## src/rtl/acc_pkg.sv

```systemverilog
// Package acc_pkg
// Shared definitions for the accumulator core: data width, op-code values,
// the decoded-instruction record and the decoder function.
// Assumes every defined instruction is an op-code word plus an operand word.
package acc_pkg;

    localparam int unsigned DW = 16;

    localparam logic [DW-1:0] OP_LDA_DIR = 16'hA100;
    localparam logic [DW-1:0] OP_LDA_IDX = 16'hA1C0;
    localparam logic [DW-1:0] OP_LDA_IMM = 16'hB800;
    localparam logic [DW-1:0] OP_STA_DIR = 16'hA300;
    localparam logic [DW-1:0] OP_ADA_IMM = 16'h81C0;
    localparam logic [DW-1:0] OP_ADA_DIR = 16'h0300;
    localparam logic [DW-1:0] OP_SBA_IMM = 16'h81E8;
    localparam logic [DW-1:0] OP_SBA_DIR = 16'h2B00;
    localparam logic [DW-1:0] OP_ANA_IMM = 16'h25C0;
    localparam logic [DW-1:0] OP_ANA_DIR = 16'h2300;
    localparam logic [DW-1:0] OP_LDB_IMM = 16'hBB00;
    localparam logic [DW-1:0] OP_LDB_DIR = 16'hBB01;
    localparam logic [DW-1:0] OP_STB_DIR = 16'hBB02;
    localparam logic [DW-1:0] OP_ADB_DIR = 16'hBB03;
    localparam logic [DW-1:0] OP_SBB_IMM = 16'hBB04;
    localparam logic [DW-1:0] OP_ANB_DIR = 16'hBB05;
    localparam logic [DW-1:0] OP_LDX_IMM = 16'hBE00;
    localparam logic [DW-1:0] OP_JMP_REL = 16'hEB00;
    localparam logic [DW-1:0] OP_JZ_REL  = 16'h7400;
    localparam logic [DW-1:0] OP_JN_REL  = 16'h7800;

    typedef enum logic [3:0] {K_NOP, K_LD, K_ST, K_ADD, K_SUB, K_AND, K_JMP, K_JZ, K_JN} kind_t;
    typedef enum logic [1:0] {R_A, R_B, R_X} reg_t;
    typedef enum logic [1:0] {M_IMM, M_DIR, M_IDX} mode_t;
    typedef enum logic [1:0] {ALU_ADD, ALU_SUB, ALU_AND, ALU_PASS} alu_op_t;

    typedef struct packed {
        logic  valid;
        kind_t kind;
        reg_t  dst;
        mode_t mode;
    } dec_t;

    // Map an op-code word to its kind, target register and addressing mode.
    function automatic dec_t decode(input logic [DW-1:0] op);
        dec_t r;
        r = '{valid: 1'b1, kind: K_NOP, dst: R_A, mode: M_IMM};
        case (op)
            OP_LDA_DIR: begin r.kind = K_LD;  r.mode = M_DIR; end
            OP_LDA_IDX: begin r.kind = K_LD;  r.mode = M_IDX; end
            OP_LDA_IMM: begin r.kind = K_LD;                  end
            OP_STA_DIR: begin r.kind = K_ST;  r.mode = M_DIR; end
            OP_ADA_IMM: begin r.kind = K_ADD;                 end
            OP_ADA_DIR: begin r.kind = K_ADD; r.mode = M_DIR; end
            OP_SBA_IMM: begin r.kind = K_SUB;                 end
            OP_SBA_DIR: begin r.kind = K_SUB; r.mode = M_DIR; end
            OP_ANA_IMM: begin r.kind = K_AND;                 end
            OP_ANA_DIR: begin r.kind = K_AND; r.mode = M_DIR; end
            OP_LDB_IMM: begin r.kind = K_LD;  r.dst = R_B;    end
            OP_LDB_DIR: begin r.kind = K_LD;  r.dst = R_B; r.mode = M_DIR; end
            OP_STB_DIR: begin r.kind = K_ST;  r.dst = R_B; r.mode = M_DIR; end
            OP_ADB_DIR: begin r.kind = K_ADD; r.dst = R_B; r.mode = M_DIR; end
            OP_SBB_IMM: begin r.kind = K_SUB; r.dst = R_B;    end
            OP_ANB_DIR: begin r.kind = K_AND; r.dst = R_B; r.mode = M_DIR; end
            OP_LDX_IMM: begin r.kind = K_LD;  r.dst = R_X;    end
            OP_JMP_REL: begin r.kind = K_JMP;                 end
            OP_JZ_REL:  begin r.kind = K_JZ;                  end
            OP_JN_REL:  begin r.kind = K_JN;                  end
            default:    begin r.valid = 1'b0;                 end
        endcase
        return r;
    endfunction

endpackage

```

## src/rtl/acc_alu.sv

```systemverilog
// Module acc_alu
// Combinational arithmetic/logic unit. It adds, subtracts by adding the
// inverted subtrahend plus one, ANDs, or passes operand b through. The carry
// out is dropped, and zero/negative indications are derived from the result.
// Assumes the caller decides whether the flags are kept.
module acc_alu
    import acc_pkg::*;
#(
    parameter int unsigned W = DW
) (
    input  alu_op_t      op,
    input  logic [W-1:0] a,
    input  logic [W-1:0] b,
    output logic [W-1:0] y,
    output logic         zf,
    output logic         nf
);

    // Select the result for the requested operation.
    always_comb begin
        case (op)
            ALU_ADD: y = a + b;
            ALU_SUB: y = a + ~b + W'(1);
            ALU_AND: y = a & b;
            default: y = b;
        endcase
    end

    // Derive the status indications from the result.
    always_comb begin
        zf = (y == '0);
        nf = y[W-1];
    end

endmodule

```

## src/rtl/acc_addr_unit.sv

```systemverilog
// Module acc_addr_unit
// Forms the bus address. During fetch steps it uses the instruction pointer.
// Otherwise it uses the effective address: the temporary address register,
// plus the index register when indexed mode is selected.
// Assumes the effective address wraps modulo 2^W.
module acc_addr_unit #(
    parameter int unsigned W = 16
) (
    input  logic         use_ip,
    input  logic         indexed,
    input  logic [W-1:0] ip,
    input  logic [W-1:0] tar,
    input  logic [W-1:0] xr,
    output logic [W-1:0] addr
);

    logic [W-1:0] ea;

    // Compute the effective address and choose the bus address.
    always_comb begin
        ea   = tar + (indexed ? xr : '0);
        addr = use_ip ? ip : ea;
    end

endmodule

```

## src/rtl/acc_core.sv

```systemverilog
// Module acc_core
// Accumulator processor core. Each instruction runs as visible micro-steps:
// fetch read, op-code latch with pointer step, operand read, operand latch
// with pointer step, an optional indirection read and latch, then execute.
// Assumes a synchronous memory: data appears the cycle after mem_rd.
// Reset is synchronous and active low.
module acc_core
    import acc_pkg::*;
#(
    parameter int unsigned    W      = DW,
    parameter logic [W-1:0]   RST_IP = '0
) (
    input  logic         clk,
    input  logic         rst_n,
    input  logic [W-1:0] mem_rdata,
    output logic [W-1:0] mem_addr,
    output logic         mem_rd,
    output logic         mem_wr,
    output logic [W-1:0] mem_wdata,
    output logic         illegal_op
);

    typedef enum logic [2:0] {S_FETCH, S_DECODE, S_OPRD, S_OPLAT, S_MEMRD, S_MEMLAT, S_EXEC} st_t;

    st_t          st;
    logic [W-1:0] ip, ir, tar, tdr, ra, rb, xr;
    logic         zfl, nfl;
    dec_t         d;
    alu_op_t      aop;
    logic [W-1:0] alu_y, alu_a;
    logic         alu_z, alu_n;

    // Decode straight from the bus while latching, else from the op-code register.
    always_comb d = decode(st == S_DECODE ? mem_rdata : ir);

    // Choose the ALU operation and the register operand.
    always_comb begin
        case (d.kind)
            K_ADD:   aop = ALU_ADD;
            K_SUB:   aop = ALU_SUB;
            K_AND:   aop = ALU_AND;
            default: aop = ALU_PASS;
        endcase
        alu_a = (d.dst == R_B) ? rb : ra;
    end

    // Drive the bus strobes and the store data.
    always_comb begin
        mem_rd    = (st == S_FETCH) || (st == S_OPRD) || (st == S_MEMRD);
        mem_wr    = (st == S_EXEC) && (d.kind == K_ST);
        mem_wdata = (d.dst == R_B) ? rb : ra;
    end

    acc_alu #(.W(W)) u_alu (
        .op (aop),
        .a  (alu_a),
        .b  (tdr),
        .y  (alu_y),
        .zf (alu_z),
        .nf (alu_n)
    );

    acc_addr_unit #(.W(W)) u_addr (
        .use_ip  ((st == S_FETCH) || (st == S_OPRD)),
        .indexed (d.mode == M_IDX),
        .ip      (ip),
        .tar     (tar),
        .xr      (xr),
        .addr    (mem_addr)
    );

    // Step the sequencer and update the architectural registers.
    always_ff @(posedge clk) begin
        if (!rst_n) begin
            st <= S_FETCH; ip <= RST_IP; ir <= '0; tar <= '0; tdr <= '0;
            ra <= '0; rb <= '0; xr <= '0; zfl <= 1'b0; nfl <= 1'b0;
            illegal_op <= 1'b0;
        end else begin
            illegal_op <= 1'b0;
            case (st)
                S_FETCH: st <= S_DECODE;
                S_DECODE: begin
                    ir <= mem_rdata;
                    ip <= ip + W'(1);
                    if (d.valid) begin
                        st <= S_OPRD;
                    end else begin
                        illegal_op <= 1'b1;
                        st         <= S_FETCH;
                    end
                end
                S_OPRD: st <= S_OPLAT;
                S_OPLAT: begin
                    ip <= ip + W'(1);
                    if (d.mode == M_IMM) begin
                        tdr <= mem_rdata;
                        st  <= S_EXEC;
                    end else begin
                        tar <= mem_rdata;
                        st  <= (d.kind == K_ST) ? S_EXEC : S_MEMRD;
                    end
                end
                S_MEMRD: st <= S_MEMLAT;
                S_MEMLAT: begin
                    tdr <= mem_rdata;
                    st  <= S_EXEC;
                end
                S_EXEC: begin
                    st <= S_FETCH;
                    case (d.kind)
                        K_LD: begin
                            case (d.dst)
                                R_A:     ra <= tdr;
                                R_B:     rb <= tdr;
                                default: xr <= tdr;
                            endcase
                        end
                        K_ADD, K_SUB, K_AND: begin
                            if (d.dst == R_B) rb <= alu_y;
                            else              ra <= alu_y;
                            zfl <= alu_z;
                            nfl <= alu_n;
                        end
                        K_JMP: ip <= ip + tdr;
                        K_JZ:  if (zfl) ip <= ip + tdr;
                        K_JN:  if (nfl) ip <= ip + tdr;
                        default: ;
                    endcase
                end
                default: st <= S_FETCH;
            endcase
        end
    end

endmodule

```

## config.mk

```make
export PLATFORM = sky130hd
export DESIGN_NAME = acc_core
export DESIGN_NICKNAME = d
export VERILOG_FILES = /design/src/rtl/acc_pkg.sv /design/src/rtl/acc_alu.sv /design/src/rtl/acc_addr_unit.sv /design/src/rtl/acc_core.sv
export SDC_FILE = /design/constraint.sdc
export NUM_CORES = 1
export LEC_CHECK = 0
export BUFFER_PORTS_ARGS = -buffer_cell sky130_fd_sc_hd__buf_2
export CORE_MARGIN = 2
export CORE_UTILIZATION = 40
export DETAILED_ROUTE_END_ITERATION = 10
export GPL_TIMING_DRIVEN = 1
export HOLD_SLACK_MARGIN = 0.15
export PLACE_DENSITY = 0.63
export SYNTH_ARGS = -nofsm -noshare
export SYNTH_HDL_FRONTEND = slang
export SYNTH_SLANG_ARGS = --single-unit
```

## constraint.sdc

```tcl
create_clock -name clk -period 15.8 [get_ports clk]
set_clock_uncertainty 0.2 [all_clocks]
set_input_delay 3.16 -clock clk [delete_from_list [all_inputs] [get_ports clk]]
set_output_delay 3.16 -clock clk [all_outputs]
set_load 0.1 [all_outputs]
```

# ---- Yosys cells after proc, flatten, opt, wreduce, memory -nomap -nowiden
# Cells that the tools add are included.
dict set report word_totals {
  ff_bits 118
  input_bits 18
  out_inout_bits 35
}
dict set report classes {
  n_addsub 6
  eq_ne 46
  n_mux 27
  bitwise_logic 4
  reduce_logical 30
}
# operator n
set op_table {}
lappend op_table {{$eq A16 B16 Y1 const B} 14}
lappend op_table {{$mux W16} 11}
lappend op_table {{$pmux W16 S2} 4}
lappend op_table {{$pmux W16 S3} 2}
lappend op_table {{$add A16 B16 Y16} 4}
lappend op_table {{$eq A16 B14 Y1 const B} 3}
lappend op_table {{$add A16 B1 Y16 const B} 2}
lappend op_table {{$eq A16 B15 Y1 const B} 2}
lappend op_table {{$pmux W4 S8} 1}
lappend op_table {{$reduce_or A20 Y1} 1}
lappend op_table {{$pmux W3 S6} 1}
lappend op_table {{$and A16 B16 Y16} 1}
lappend op_table {{$eq A16 B10 Y1 const B} 1}
lappend op_table {{$eq A4 B3 Y1 const B} 4}
lappend op_table {{$logic_not A16 Y1} 1}
lappend op_table {{$not A16 Y16} 1}
lappend op_table {{$reduce_and A4 Y1} 3}
lappend op_table {{$reduce_or A3 Y1} 4}
lappend op_table {{$reduce_or A6 Y1} 2}
lappend op_table {{$ne A2 B2 Y1 const B} 5}
lappend op_table {{$eq A3 B3 Y1 const B} 3}
lappend op_table {{$reduce_or A9 Y1} 1}
lappend op_table {{$eq A4 B2 Y1 const B} 2}
lappend op_table {{$pmux W2 S2} 2}
lappend op_table {{20 further kinds} 38}

# ---- Longest topological paths before layout
# Gate-level depths: netlist of the first run.
dict set report logic_depth {
  ltp_word 12
  ltp_mapped 21
  ltp_nobuf 20
}

# ---- By module
# From an unflattened synthesis of the first run, not the netlist that was laid out.
dict set report unflattened {
  hier_cells 1156
  hier_area_um2 9431.5
}
# mod instances cells_per_inst area_per_inst_um2 seq_area_each_um2
set modules_own_cells {}
lappend modules_own_cells {acc_core 1 733 6414.9 2362.3}
lappend modules_own_cells {acc_alu 1 283 2018.2 0.0}
lappend modules_own_cells {acc_addr_unit 1 140 998.5 0.0}

# ---- Worst setup path after synthesis of the first run
# OpenSTA, ideal clock, no wires.
dict set report synth_timing {
  kind {in2out}
  startpoint {input port mem_rdata[15]}
  endpoint {output port mem_addr[13]}
  arrival_ps 8994
  required_time_ps 12440
  setup_slack_ps 3446
  stages 20
  cell_sequence {clkbuf_1 > or4bb_1 > nor2_1 > a31oi_1 > a211oi_1 > clkbuf_1 > nand2_1 > inv_1 > ha_1 > a21o_1 > a21oi_1 > o21ai_0 > a21oi_1 > o21ai_0 > a2111oi_0 > nor3b_1 > o21a_1 > nor2_1 > xnor2_1 > o21ai_0}
}
dict set report synth_via {
  elab_chain_len 8
  elab_cells_between_ends 17
  classes_between {1 x add/sub; 11 x eq/ne; 4 x mux; 1 x reduce/logical}
}
# item line
set synth_lines {}
lappend synth_lines {{from (decl)} acc_core.sv:15} ;# input logic [W-1:0] mem_rdata,
lappend synth_lines {{$mux W16 *} --}
lappend synth_lines {{$eq A16 B16 Y1, or another cell as far along} acc_pkg.sv:46} ;# case (op)
lappend synth_lines {{$reduce_or A9 Y1 (no line)} --}
lappend synth_lines {{$pmux W2 S2 *} acc_pkg.sv:46}
lappend synth_lines {{$eq A2 B2 Y1 *} acc_core.sv:65} ;# .indexed (d.mode == M_IDX),
lappend synth_lines {{$mux W16 *} acc_addr_unit.sv:21} ;# ea = tar + (indexed ? xr : '0);
lappend synth_lines {{$add A16 B16 Y16 *} acc_addr_unit.sv:21}
lappend synth_lines {{$mux W16 *} acc_addr_unit.sv:22} ;# addr = use_ip ? ip : ea;
lappend synth_lines {{to (decl)} acc_core.sv:16} ;# output logic [W-1:0] mem_addr,
# Mark *: on every way between the ends. The rest lies on a longest branch, timed or not.

# ---- Final worst setup path of the first run
dict set report layout_timing {
  startpoint {input port mem_rdata[15]}
  endpoint {output port mem_addr[14]}
}
# Same word-level chain as after synthesis.

==> results_dict.tcl, run 1 <==
set metrics [dict create \
    status "finished, final reports clean" \
    synthAdderAreaFrac_pct 9.06 \
    yosysUniqueCellTypes 90 \
    start_util_pct 40.5 \
    ys_ff_latch 118 \
    numCtsBuffers 17 \
    fin_ws_ps 4290 \
    hp-class "reg -> reg" \
    synthFlopType "dfxtp_1" \
    area_growth_pct 10.8 \
    synth.top_cell.area_share_pct 25.0 \
    pwr-share-comb_pct 8.6 \
    yosys.area_share.simple_pct 28.1 \
    cts-hold-fix-buffers 0 \
    detail-route-antenna-nets 0 \
    n_antenna_cell 0 \
    synth_fp_nets 1246 \
    required_ps 12440 \
    vdd_drop_max_mv 0.0541 \
    p_seq_share_pct 39.8 \
    cts-resized-gates 0 \
    grt_max_degree 116 \
    slowest_delay_ps 510 \
    avgSynthCellArea_um2 8.13 \
    totalWireLength_um 28000 \
    root_buffer "clkbuf_16" \
    netSwitchingFraction_pct 27.6 \
    fin_nets 1265 \
    num_io_pins 53 \
    dieArea_um2 24900 \
    grt_use_total_pct 23.0 \
    p_switching_uw 212 \
    antenna_found_initial 0 \
    finalCritPeriodShare_pct 72.8 \
    post_drt_via_cell_ratio 5.62 \
    clk_pin_slew_ps 60 \
    arrival_ps 8150 \
    post_cts_buffers 0 \
    synth_edf_count 0 \
    grt_pass1_vias 7953 \
    seq_area_frac_synth_pct 25.0 \
    vias 8509 \
    insertion_delay_ps 430 \
    multi_input_area_um2 6610 \
    hpwl_um 21100 \
    final-seq-area_um2 2360 \
    rsz0062_at_grt "false" \
    worstSetupPathType "in -> out" \
    p_total_uw 769 \
    die_y_um 158 \
    syn_area_um2 9450 \
    slew_viol_final 0 \
    relSlewSlack_pct 21.1 \
    yosys.area.top_type "dfxtp_1" \
    finalSetupTns_ps 0 \
    ctsLongestPathBuffers 2 \
    synthArstFlopShare_pct 0 \
    grt_pass1_wl_um 43800 \
    setup.worst_path.end_class "output pin" \
    nFillCells 2382 \
    p_clk_share_pct 51.6 \
    gp_congestion 0.982 \
    core_um2 23300 \
    synthMuxAreaShare_pct 10.1 \
    place_ws_ps 4360 \
    max_freq_ghz 0.0869 \
    finalCriticalPeriod_ps 11510 \
    startpoint_type "input pin" \
    netlist_instances 1162 \
    drv_cap 0 \
    synth_top_family_by_area "simple AND/OR/NAND/NOR gates" \
    synth_compound_area_share_pct 19.1 \
    htree_num_levels 4 \
    clock-sinks 118 \
    num_rows 56 \
    cp_max_fo 16 \
    crit_chain "buf_2 > or4bb_1 > nor2_1 > a31oi_1 > a211oi_1 > buf_4 > and2_1 > ha_1 > inv_1 > fa_1 > nor2b_1 > o21ai_0 > a21boi_0 > o21ai_0 > a21boi_0 > o21ai_0 > a21boi_0 > o211ai_1 > a2111oi_0 > or3_1 > a31o_2 > buf_2" \
    p_leak_nw 4.23 \
    setup-violations-final 0 \
    synthXorXnorAreaFrac_pct 3.43 \
    drt_iter0_markers 750 \
    yosys-top-cells-area "dfxtp_1, ha_1, mux2i_1" \
    cts_tree "built" \
    pwr_density_cell_nw_per_um2 73.4 \
    wl_per_cell_um 18.5 \
    drive_above_1_share_pct 12.9 \
    whs_ps 252 \
    yosys_warnings 0 \
    die_w_um 158 \
    placedInstanceArea_um2 9880 \
    io_buffer_count 52 \
    timing_hold_violations_final 0 \
    worstMarginPinSlew_ps 1180 \
    drcViolationCount 0 \
    cp_slowest_cell "a2111oi_0" \
    final_area_um2 10500 \
    p_int_uw 557 \
    drt-pass1-iter-count 5 \
    grt_overflow 0 \
]
## metal layers
metal  global-route usage (%)  up-vias  routed length, um
li1                         -     4190                  -
met1                     31.6     4028              13500
met2                     35.5      234              12100
met3                     3.75       57               1330
met4                     9.78        0                973
met5                        0        -                  0
## kinds of logic after synthesis
logic type               count (synthesis)
multiplexers                            92
buffers and inverters                  110
AND/OR/NAND/NOR                        496
flip-flops                             118
XOR/XNOR                                37
adder cells (fa/ha/maj)                 66
AO/OA/AOI/OAI                          243
## Yosys cell counts, types with 12 or more instances
| cell | n |
|---|---|
| ha_1 | 62 |
| nor3_1 | 28 |
| and2_1 | 27 |
| xor2_1 | 15 |
| a221oi_1 | 12 |
| xnor2_1 | 22 |
| mux2i_1 | 71 |
| a21oi_1 | 64 |
| nand3_1 | 26 |
| nor2_1 | 101 |
| nand2_1 | 112 |
| a21boi_0 | 20 |
| inv_1 | 50 |
| o21ai_0 | 28 |
| nand2b_1 | 13 |
| buf_2 | 12 |
| dfxtp_1 | 118 |
| mux2_2 | 20 |
| clkbuf_1 | 34 |
| nor2b_1 | 98 |
## state kept, by name, summed over array words and instances, names as in the netlist
signal and count:
tar 16, nfl 1, ra 16, ir 16, tdr 16, zfl 1, illegal_op 1, st 3
ip 16, xr 16, rb 16
## power groups by stage
stage          clock network, mW  logic [mW]  registers, mW
2_1_floorplan                  0      0.0494          0.311
3_3_place_gp                   0      0.0653          0.312
3_5_place_dp                   0      0.0655          0.312
4_1_cts                    0.402      0.0656          0.306
5_1_grt                    0.417      0.0711          0.306
6_report                   0.397      0.0660          0.306
## cells in the final DEF, fill, tap and decap left out, types with 6 or more instances in the layout
cell	instances
a211oi_1	8
a21boi_0	20
a21o_1	10
a21oi_1	64
a221oi_1	12
and2_1	27
buf_2	52
buf_4	8
clkbuf_16	17
dfxtp_1	118
ha_1	62
inv_1	50
mux2_2	20
mux2i_1	71
nand2_1	112
nand2b_1	13
nand3_1	26
nand4_1	10
nor2_1	101
nor2b_1	98
nor3_1	28
nor3b_1	8
nor4_1	8
nor4b_1	9
o211a_1	11
o211ai_1	6
o21ai_0	28
or2_2	11
or3_1	11
xnor2_1	22
xor2_1	15
## area by class of cell
type | instances | area share, %
Tap cell | 319 | 3.81
Clock inverter | 15 | 1.61
Clock buffer | 17 | 4.06
Multi-Input combinational cell | 934 | 63.1
Timing Repair Buffer | 60 | 3.06
Sequential cell | 118 | 22.6
Inverter | 50 | 1.79
## critical path, delay by kind of cell
kind	cells	cell delay (ps)
AO/OA/AOI/OAI	11	2440
buffers and inverters	4	900
adder cells (fa/ha/maj)	2	580
AND/OR/NAND/NOR	5	1060
## worst paths after layout
path / to / depth (start not counted) / slack (ps) / startpoint
setup / recovery: mem_addr[14] / 22 / 4290 / mem_rdata[15]
hold reg to reg: nfl / 2 / 250 / nfl
setup reg to reg: zfl / 20 / 9460 / st[0]
hold / removal: nfl / 2 / 250 / nfl
## stage by stage
step	cells	util [%]
2_1_floorplan	1162	-
3_3_place_gp	1481	42.3
3_5_place_dp	1481	42.3
4_1_cts	1513	44.9
5_1_grt	1513	44.9
6_report	1513	44.9
Power figures use the tool's default switching activity.
==> run 2: changes to the inputs <==
--- a/config.mk
+++ b/config.mk
@@ -11,7 +11,7 @@
 export DETAILED_ROUTE_END_ITERATION = 10
 export GPL_TIMING_DRIVEN = 1
 export HOLD_SLACK_MARGIN = 0.15
-export PLACE_DENSITY = 0.63
+export PLACE_DENSITY = 0.65
 export SYNTH_ARGS = -nofsm -noshare
 export SYNTH_HDL_FRONTEND = slang
 export SYNTH_SLANG_ARGS = --single-unit
==> constraint.sdc (replaced) <==
create_clock -name clk -period 9.6 [get_ports clk]
set_clock_uncertainty 0.2 [all_clocks]
set_input_delay 1.92 -clock clk [delete_from_list [all_inputs] [get_ports clk]]
set_output_delay 1.92 -clock clk [all_outputs]
set_load 0.1 [all_outputs]
==> results_dict.tcl, run 2 (synthesis results as in run 1) <==
set metrics [dict create \
    slew_viol_final 0 \
    insertion_delay_ps 430 \
    multi_input_area_um2 6610 \
    rsz0062_at_grt "false" \
    ff2ff_path_depth 21 \
    numCtsBuffers 17 \
    cp_max_fo 11 \
    nFillCells 2342 \
    pwr-share-comb_pct 8.7 \
    layout_commonest_cell "dfxtp_1" \
    die_w_um 158 \
    drcViolationCount 0 \
    core_um2 23300 \
    gp_congestion 0.966 \
    hp-class "reg -> reg" \
    htree_num_levels 4 \
    worstMarginPinSlew_ps 1170 \
    dp.cells 1482 \
    n_antenna_cell 0 \
    p_total_mw 1.26 \
    hpwl_um 21200 \
    pwr_density_cell_nw_per_um2 119 \
    p_leak_nw 4.24 \
    finalCriticalPeriod_ps 8850 \
    root_buffer "clkbuf_16" \
    whs_path_depth 2 \
    required_ps 7480 \
    finalCritPeriodShare_pct 92.2 \
    num_rows 56 \
    worstSetupPathType "in -> out" \
    grt_max_degree 86 \
    ctsLongestPathBuffers 2 \
    finalSetupTns_ps 0 \
    drv_cap 0 \
    cts_tree "built" \
    grt_use_total_pct 23.0 \
    vdd_drop_max_mv 0.115 \
    vias 8625 \
    reg2reg_slack_ps 3300 \
    max_freq_ghz 0.113 \
    clock-sinks 118 \
    cts-resized-gates 0 \
    grt_pass1_wl_um 44300 \
    netSwitchingFraction_pct 26.9 \
    layout_common_cells "dfxtp_1, nand2_1, nor2_1" \
    wl_per_cell_um 18.7 \
    post_cts_buffers 0 \
    start_util_pct 40.5 \
    totalWireLength_um 28400 \
    detail-route-antenna-nets 0 \
    p_clk_share_pct 51.2 \
    dieArea_um2 24900 \
    status "finished, final reports clean" \
    setup.worst_path.end_class "output pin" \
    area_growth_pct 11.5 \
    grt_pass1_vias 8140 \
    post_drt_via_cell_ratio 5.70 \
    p_switching_uw 339 \
    instances_no_fill 1514 \
    arrival_ps 6730 \
    antenna_found_initial 0 \
    p_seq_share_pct 40.0 \
    relSlewSlack_pct 22.0 \
    fin_nets 1266 \
    io_buffer_count 52 \
    drt_iter0_markers 637 \
    clk_pin_slew_ps 60 \
    drive_above_1_share_pct 13.0 \
    p_int_uw 919 \
    drt-pass1-iter-count 5 \
    cts-hold-fix-buffers 0 \
    startpoint_type "input pin" \
    die_y_um 158 \
    timing_hold_violations_final 0 \
    final-seq-area_um2 2360 \
    grt_overflow 0 \
    num_io_pins 53 \
    setup-violations-final 0 \
]
## run 2: cell types whose count changed in the layout (fill, tap and decap cells not counted), sizes merged
cell      change
clkinvlp      +1
inv           -4
buf           +1
clkbuf        +1
clkinv        +2
## run 2: worst paths after layout
path	end	startpoint
worst max-delay path	mem_addr[14]	mem_rdata[15]
worst min-delay path	zfl	zfl
worst max register to register	zfl	st[0]
worst min register to register	zfl	zfl
## run 2: final cells by class
class                   instances  area share (%)
flip-flops and latches        118            22.4
inverters                      50            1.78
clock buffers                  18            4.17
multi-input cells             934            62.7
well taps                     319            3.79
clock inverters                14            1.45
repair buffers                 61            3.68
## run 2: metal layers
metal / vias to the layer above / GRT usage (%) / routed length (um)
met5: - / 0 / 0
met4: 0 / 8.92 / 737
met3: 42 / 3.70 / 1560
met2: 260 / 36.9 / 12900
met1: 4138 / 30.8 / 13200
li1: 4185 / - / -
## run 2: metrics by stage
stage	worst slack, ps	instance area [um^2]	util, %	hold slack (ps)
finish	749	10500	45.2	261
global route	439	10500	45.2	290
CTS	831	10500	45.2	260
detailed placement	839	9950	42.6	253
global placement	1030	9950	42.6	240
floorplan	79.2	9450	-	230
## run 2: power groups by stage
stage	Sequential (mW)	Combinational, mW	Clock (mW)
3_3_place_gp	0.514	0.108	0
5_1_grt	0.504	0.119	0.674
3_5_place_dp	0.514	0.108	0
4_1_cts	0.503	0.109	0.652
6_report	0.504	0.110	0.645
2_1_floorplan	0.512	0.0814	0
## run 2: worst max-delay path: stages
cell,delay (ps)
buf_2,180
or4bb_1,500
nor2_1,110
a31oi_1,90
a211oi_1,470
and2_1,210
ha_1,170
inv_1,70
fa_1,430
nor2b_1,120
o21ai_0,100
a21boi_0,240
o21ai_0,160
a21boi_0,270
o21ai_0,130
a21boi_0,290
o211ai_1,200
a2111oi_0,470
o21ai_0,140
a31o_2,270
buf_12,170
